--- config.mk ---
export PLATFORM = sky130hd
export DESIGN_NAME = sio_event_flags
export DESIGN_NICKNAME = d
export VERILOG_FILES = /design/src/rtl/sio_flags_pkg.sv /design/src/rtl/sio_sticky_bank.sv /design/src/rtl/sio_reg_port.sv /design/src/rtl/sio_irq_gen.sv /design/src/rtl/sio_event_flags.sv
export SDC_FILE = /design/constraint.sdc
export NUM_CORES = 1
export LEC_CHECK = 0
export BUFFER_PORTS_ARGS = -buffer_cell sky130_fd_sc_hd__buf_4
export CAP_MARGIN = 20
export CORE_MARGIN = 5
export CORE_UTILIZATION = 31
export CTS_CLUSTER_DIAMETER = 30
export DETAILED_ROUTE_END_ITERATION = 16
export MAX_ROUTING_LAYER = met4
export PLACE_DENSITY = 0.7
export SYNTH_ARGS = -nofsm -noshare
export SYNTH_HDL_FRONTEND = slang
export SYNTH_SLANG_ARGS = --single-unit
export TNS_END_PERCENT = 20
--- constraint.sdc ---
create_clock -name clk -period 0.8 [get_ports clk]
set_input_delay 0.08 -clock clk [delete_from_list [all_inputs] [get_ports clk]]
set_output_delay 0.08 -clock clk [all_outputs]
set_load 0.005 [all_outputs]
--- src/rtl/sio_flags_pkg.sv ---
// Package: shared widths, register addresses and bit positions for the
// serial channel event flag block. Assumes a 2-bit address, 4-bit data port.
package sio_flags_pkg;
    localparam int unsigned NUM_FACTORS = 3;
    localparam int unsigned DATA_W      = 4;
    localparam int unsigned ADDR_W      = 2;

    localparam logic [ADDR_W-1:0] ADDR_FACTOR = 2'd0;
    localparam logic [ADDR_W-1:0] ADDR_MASK   = 2'd1;
    localparam logic [ADDR_W-1:0] ADDR_STATUS = 2'd2;

    localparam int unsigned IDX_RX_DONE = 0;
    localparam int unsigned IDX_TX_DONE = 1;
    localparam int unsigned IDX_RX_ERR  = 2;
    localparam int unsigned FRAME_BIT   = 2;
endpackage

--- src/rtl/sio_sticky_bank.sv ---
// Module: bank of sticky bits. Each bit is set by a pulse, cleared by a
// write-1 strobe (set has priority), and forced to 0 while its hold input
// is high (hold has priority over everything). Synchronous active-low reset.
module sio_sticky_bank #(
    parameter int unsigned WIDTH = 3
) (
    input  logic             clk,
    input  logic             rst_n,
    input  logic [WIDTH-1:0] set_i,
    input  logic [WIDTH-1:0] clr_i,
    input  logic [WIDTH-1:0] hold_i,
    output logic [WIDTH-1:0] q_o
);
    for (genvar i = 0; i < WIDTH; i++) begin : g_bit
        // Purpose: update one sticky bit with hold > set > clear priority.
        always_ff @(posedge clk) begin
            if (!rst_n || hold_i[i]) begin
                q_o[i] <= 1'b0;
            end else if (set_i[i]) begin
                q_o[i] <= 1'b1;
            end else if (clr_i[i]) begin
                q_o[i] <= 1'b0;
            end
        end
    end
endmodule

--- src/rtl/sio_reg_port.sv ---
// Module: register port. Decodes writes into clear strobes and the mask
// register, and multiplexes read data. Assumes single-cycle write strobes.
module sio_reg_port
    import sio_flags_pkg::*;
(
    input  logic                   clk,
    input  logic                   rst_n,
    input  logic [ADDR_W-1:0]      addr_i,
    input  logic                   we_i,
    input  logic [DATA_W-1:0]      wdata_i,
    input  logic [NUM_FACTORS-1:0] factor_i,
    input  logic                   frame_i,
    output logic [NUM_FACTORS-1:0] factor_clr_o,
    output logic                   frame_clr_o,
    output logic [NUM_FACTORS-1:0] mask_o,
    output logic [DATA_W-1:0]      rdata_o
);
    localparam int unsigned PAD_W = DATA_W - NUM_FACTORS;

    // Purpose: hold the interrupt enable mask.
    always_ff @(posedge clk) begin
        if (!rst_n) begin
            mask_o <= '0;
        end else if (we_i && addr_i == ADDR_MASK) begin
            mask_o <= wdata_i[NUM_FACTORS-1:0];
        end
    end

    // Purpose: turn write-1 data into clear strobes for the flag banks.
    always_comb begin
        factor_clr_o = '0;
        frame_clr_o  = 1'b0;
        if (we_i && addr_i == ADDR_FACTOR) begin
            factor_clr_o = wdata_i[NUM_FACTORS-1:0];
        end
        if (we_i && addr_i == ADDR_STATUS) begin
            frame_clr_o = wdata_i[FRAME_BIT];
        end
    end

    // Purpose: select the read data for the current address.
    always_comb begin
        rdata_o = '0;
        unique case (addr_i)
            ADDR_FACTOR: rdata_o = {{PAD_W{1'b0}}, factor_i};
            ADDR_MASK:   rdata_o = {{PAD_W{1'b0}}, mask_o};
            ADDR_STATUS: rdata_o[FRAME_BIT] = frame_i;
            default:     rdata_o = '0;
        endcase
    end
endmodule

--- src/rtl/sio_irq_gen.sv ---
// Module: registered interrupt request. Raises the request one clock after
// any enabled flag is set while the CPU global enable is high.
module sio_irq_gen #(
    parameter int unsigned WIDTH = 3
) (
    input  logic             clk,
    input  logic             rst_n,
    input  logic [WIDTH-1:0] flags_i,
    input  logic [WIDTH-1:0] mask_i,
    input  logic             cpu_ie_i,
    output logic             irq_o
);
    // Purpose: register the OR of enabled flags gated by the CPU enable.
    always_ff @(posedge clk) begin
        if (!rst_n) begin
            irq_o <= 1'b0;
        end else begin
            irq_o <= (|(flags_i & mask_i)) & cpu_ie_i;
        end
    end
endmodule

--- src/rtl/sio_event_flags.sv ---
// Module: top of the serial channel event flag block. Combines event pulses
// into three factor flags and a framing flag, exposes them on a small
// register port, and drives one registered interrupt request.
// Assumes event inputs are single-cycle pulses synchronous to clk.
module sio_event_flags
    import sio_flags_pkg::*;
(
    input  logic              clk,
    input  logic              rst_n,
    input  logic              ev_rx_ready,
    input  logic              ev_tx_done,
    input  logic              ev_parity_err,
    input  logic              ev_frame_err,
    input  logic              ev_overrun_err,
    input  logic              rx_enable,
    input  logic              cpu_ie,
    input  logic [ADDR_W-1:0] bus_addr,
    input  logic              bus_we,
    input  logic [DATA_W-1:0] bus_wdata,
    output logic [DATA_W-1:0] bus_rdata,
    output logic              irq_req
);
    logic [NUM_FACTORS-1:0] factor_set;
    logic [NUM_FACTORS-1:0] factor_clr;
    logic [NUM_FACTORS-1:0] factor_q;
    logic [NUM_FACTORS-1:0] mask_q;
    logic                   frame_clr;
    logic                   frame_q;

    // Purpose: map event pulses onto factor bit positions.
    always_comb begin
        factor_set              = '0;
        factor_set[IDX_RX_DONE] = ev_rx_ready;
        factor_set[IDX_TX_DONE] = ev_tx_done;
        factor_set[IDX_RX_ERR]  = ev_parity_err | ev_frame_err | ev_overrun_err;
    end

    sio_sticky_bank #(.WIDTH(NUM_FACTORS)) u_factor (
        .clk    (clk),
        .rst_n  (rst_n),
        .set_i  (factor_set),
        .clr_i  (factor_clr),
        .hold_i ({NUM_FACTORS{1'b0}}),
        .q_o    (factor_q)
    );

    sio_sticky_bank #(.WIDTH(1)) u_frame (
        .clk    (clk),
        .rst_n  (rst_n),
        .set_i  (ev_frame_err),
        .clr_i  (frame_clr),
        .hold_i (~rx_enable),
        .q_o    (frame_q)
    );

    sio_reg_port u_regs (
        .clk          (clk),
        .rst_n        (rst_n),
        .addr_i       (bus_addr),
        .we_i         (bus_we),
        .wdata_i      (bus_wdata),
        .factor_i     (factor_q),
        .frame_i      (frame_q),
        .factor_clr_o (factor_clr),
        .frame_clr_o  (frame_clr),
        .mask_o       (mask_q),
        .rdata_o      (bus_rdata)
    );

    sio_irq_gen #(.WIDTH(NUM_FACTORS)) u_irq (
        .clk      (clk),
        .rst_n    (rst_n),
        .flags_i  (factor_q),
        .mask_i   (mask_q),
        .cpu_ie_i (cpu_ie),
        .irq_o    (irq_req)
    );
endmodule

Yosys cells after proc, flatten, opt, wreduce, memory -nomap -nowiden
Cells that the tools add are included.
- multipliers: 0
- shift-type cells: 0
- add/subtract/negate cells: 0
- bitwise gates (word level): 5
- eq/ne operators: 2
- div/mod/pow operators: 0
- mux-type cells: 12
- reductions and logical operators: 11
- order comparisons: 0
- operators by type and width (operator ; number):
    1-bit 2-to-1 mux ; 9
    2-bit nonzero test ; 4
    2-bit one-hot mux with 2 select lines ; 1
    3-bit bitwise AND ; 1
    1-bit logical AND ; 3
    3-bit 2-to-1 mux ; 1
    1-bit one-hot mux with 3 select lines ; 1
    3-bit OR reduction ; 1
    2-bit by 1-bit == test with 1-bit output, second input constant ; 1
    2-bit == test, second input constant ; 1
    2-bit zero test ; 1
    1-bit OR ; 2
    1-bit bitwise AND ; 1
    1-bit zero test ; 1
    1-bit logical OR ; 1
    1-bit NOT ; 1
- memories kept: 0
- bits in read-only memories: 0
- bits in writable memories: 0
- output and inout bits: 5
- latch bits: 0
- register bits after elaboration: 8

Depth between registers and ports, before layout
- depth after elaboration: 5
- mapped depth: 4

Modules after synthesis
A second synthesis with hierarchy kept.
- cell total of the unflattened synthesis: 52
- area, all modules: 445.4 sq um
- by module, submodules not included (module ; seq. area each (sq um) ; instances ; area each (sq um) ; cells each):
    sio_reg_port ; 60.1 ; 1 ; 234.0 ; 29
    sio_sticky_bank (u_factor) ; 60.1 ; 1 ; 120.1 ; 12
    sio_sticky_bank (u_frame) ; 20.0 ; 1 ; 40.0 ; 4
    sio_irq_gen ; 20.0 ; 1 ; 37.5 ; 4
    sio_event_flags ; 0.0 ; 1 ; 13.8 ; 3

Worst setup path before layout
Ideal clock, no wire load.
- path type: register to register
- from: reg, netlist name u_factor.q_o[2]
- to: reg u_factor.q_o[2]
- stages on the path, launching flop included: 3
- path slack: -0.009 ns
- period minus slack after synthesis: 0.809 ns
- data arrival time: 0.677 ns
- required time: 0.668 ns
- cells stage by stage: dfxtp_1 o41ai_1 a21oi_1
- RTL lines (element ; RTL line ; RTL):
    end signal: indexed assignment ; sio_sticky_bank.sv:18 ; q_o[i] <= 1'b0;
    end signal: indexed assignment ; sio_sticky_bank.sv:20 ; q_o[i] <= 1'b1;
    end signal: indexed assignment ; sio_sticky_bank.sv:22 ; q_o[i] <= 1'b0;
    end: declaration ; sio_sticky_bank.sv:12 ; output logic [WIDTH-1:0] q_o

Final worst setup path
- from: reg u_regs.mask_o[1]
- to: out bus_rdata[1]
- longest elaborated chain between the ends: 1
- RTL lines (element ; RTL line ; RTL):
    start: declaration ; sio_reg_port.sv:15 ; output logic [NUM_FACTORS-1:0] mask_o,
    start signal: assignment ; sio_reg_port.sv:25 ; mask_o <= wdata_i[NUM_FACTORS-1:0];
    2-bit one-hot mux with 2 select lines ; sio_reg_port.sv:44 ; unique case (addr_i)
    end: declaration ; sio_event_flags.sv:20 ; output logic [DATA_W-1:0] bus_rdata,
Every way passes these cells.

==> results.cfg <==
[sta]
fin_ws_ps = -190
finalHoldViolCount = 0
fin_crit_ps = 990
fin_worst_skew_ps = 7.42
holdWs_ps = 16.9
post-route-period-util = 1.24
drv_slew = 0
setup_viol = 4
max_freq_mhz = 1010
rsz0062_at_grt = yes

[logic_synthesis]
synth_seq_area_share = 0.398
syn_inst = 46
syn_avg_cell_area_um2 = 8.76
ys_warn_count = 0
netlist_area_um2 = 403
syn_nets = 62
ys_types = 19
ys_ff_latch = 8

[worst_setup_path]
slowest_delay_ps = 330
crit_chain = mux2i_1, nor2_1, buf_4
slowest_stage = dfxtp_2
reg2regPathDepth = 2
required_ps = 720
start_kind = flip-flop
rrSetupSlack_ps = -30
reg2reg_to = u_irq.irq_o$_SDFF_PN0_
reg2reg_from = u_regs.mask_o[0]$_SDFFE_PN0P_
end_kind = primary output
worst_ep_arrival_time_ps = 910
critPathKind = reg2out
worst-path-max-fanout = 3

[final_layout]
design_area_um2 = 588
layout.cells.non_filler = 82
diodes = 0
drive_gt1_frac = 0.448
nets = 85
syn_to_final_growth_pct = 46.0
fillCellCount = 127

[floorplan]
io_pins = 21
start_util = 0.318
die-area_um2 = 2120
die_w_um = 46.1
core_area_um2 = 1270
die_y_um = 46.1
rows = 13

[power_and_ir_drop]
vdd_drop_max_v = 0.000554
leakagePower_nw = 0.273
powerDensity_nw_per_um2 = 1540
power_uw = 904

[clock_tree]
cts.sinks = 8
clk_latency_ps = 250
cts_tree = yes
cts_root_buf = clkbuf_4
ctsHtreeMaxLevel = 1
cts_buffers = 3
cts.path.max_buffers = 2
cts.clk_slew.worst_paths_ps = 60
hold_buffers = 0

[global_routing]
grt.overflow.total = 0
grt_pass1_wl_um = 1460
grt_max_degree = 12
grt_pass1_vias = 383
antenna_found_initial = 0
grt_util_all_layers = 0.105

[placed_design]
gp_congestion = 0.762
portBuffers = 18
dp.cells = 79
place_area_um2 = 559
dp_hpwl_um = 785

[routing]
vias = 402
first_iter_violations = 10
wire_per_inst_um = 11.8
routed_via_density = 4.90
firstDrtPassIters = 5
route.detailed.drc = 0
ant_nets = 0
wl_um = 965

[status]
violations = setup timing
status = finished with violations

[worst_hold_path]
min_from = bus_wdata[1]
hold_end = u_factor.q_o[1]$_SDFFE_PN0P_
holdPathStages = 2
min_path_type = in2reg

[run]
maxCapViolations = 0
## worst max-delay path, delay by kind of cell (launching register included)
family	cells	cell delay, ps
muxes	1	140
and+or+nand+nor	1	60
DFF	1	330
buffers and inverters	1	130
## routing by layer
layer,routed length (um),vias up,part of all wire,GRT usage
met5,0,-,0,-
met4,19,0,0.020,0.102
met3,86,2,0.089,0.0234
met2,446,15,0.46,0.165
met1,413,180,0.43,0.103
li1,-,205,-,-
## state kept, by name, indices dropped and copies added (netlist names)
signal	cells
u_factor.q_o	3
u_frame.q_o	1
u_irq.irq_o	1
u_regs.mask_o	3
## placed cells by master, fill, tap and decap left out, types with 2 or more instances in the layout
master,Yosys,final
nor2_1,3,3
o21ai_0,3,2
a21oi_1,2,2
mux2i_1,6,6
dfxtp_2,0,5
dfxtp_1,8,3
inv_1,2,2
nand2_1,7,7
clkbuf_4,0,3
buf_4,3,22
a31oi_1,2,2
## area by class of cell
cell class,count,area (um2),share of cell area
sequential,8,166,0.283
clock buffer,3,22.5,0.0383
timing repair buffer,22,165,0.281
inverter,2,7.51,0.0128
multi-input combinational,32,208,0.353
tap,15,18.8,0.0319
## logic make-up after synthesis
| group | Yosys count | share of synthesized area |
|---|---|---|
| AO/OA/AOI/OAI | 10 | 0.158 |
| buffers and inverters | 6 | 0.0869 |
| flip-flops | 8 | 0.398 |
| multiplexers | 6 | 0.149 |
| other | 1 | 0.00931 |
| AND/OR/NAND/NOR | 15 | 0.199 |
## power breakdown
part           switching [mW]  internal (mW)  leakage (nW)
registers              0.0136          0.422        0.0672
clock network           0.138          0.172        0.0138
logic                  0.0626         0.0968         0.192
total                   0.214          0.690         0.273
## synthesized netlist by cell type
cell type	number	area share
mux2i_1	6	0.15
buf_4	3	0.056
nand3b_1	1	0.019
a21oi_1	2	0.025
a222oi_1	1	0.025
nor3b_1	1	0.019
o21ai_0	3	0.037
o41ai_1	1	0.022
nor2_1	3	0.028
a31oi_1	2	0.031
nor4b_1	1	0.022
and3b_1	1	0.022
buf_2	1	0.012
nand2_1	7	0.065
inv_1	2	0.019
dfxtp_1	8	0.40
conb_1	1	0.0093
o211ai_1	1	0.019
nor4bb_1	1	0.025
## per-stage QoR
stage,setup slack (ps),util,TNS (ps)
floorplan,6.67,-,0
global placement,-33.3,0.441,-49.5
detailed placement,-55.2,0.441,-81.8
CTS,-208,0.463,-637
global route,-246,0.464,-743
finish,-190,0.464,-577
## worst max-delay path by stage
stage                                   endpoint  slack [ps]  cells after the start                           from
after floorplan           u_irq.irq_o$_SDFF_PN0_           7                      2   u_factor.q_o[0]$_SDFFE_PN0P_
after global placement    u_irq.irq_o$_SDFF_PN0_         -30                      2   u_factor.q_o[0]$_SDFFE_PN0P_
after detailed placement  u_irq.irq_o$_SDFF_PN0_         -60                      2   u_factor.q_o[0]$_SDFFE_PN0P_
after CTS                           bus_rdata[2]        -210                      3       u_frame.q_o$_SDFFE_PP0P_
after global routing                bus_rdata[1]        -250                      3  u_regs.mask_o[1]$_SDFFE_PN0P_
final                               bus_rdata[1]        -190                      3  u_regs.mask_o[1]$_SDFFE_PN0P_
## timing repair
item                                    CTS  global route
resized for setup                         5             1
setup buffers                             0             0
pin swaps                                 2             0
endpoints found under the setup margin    4             4
cloned                                    0             0
(Power assumes the default switching activity.)
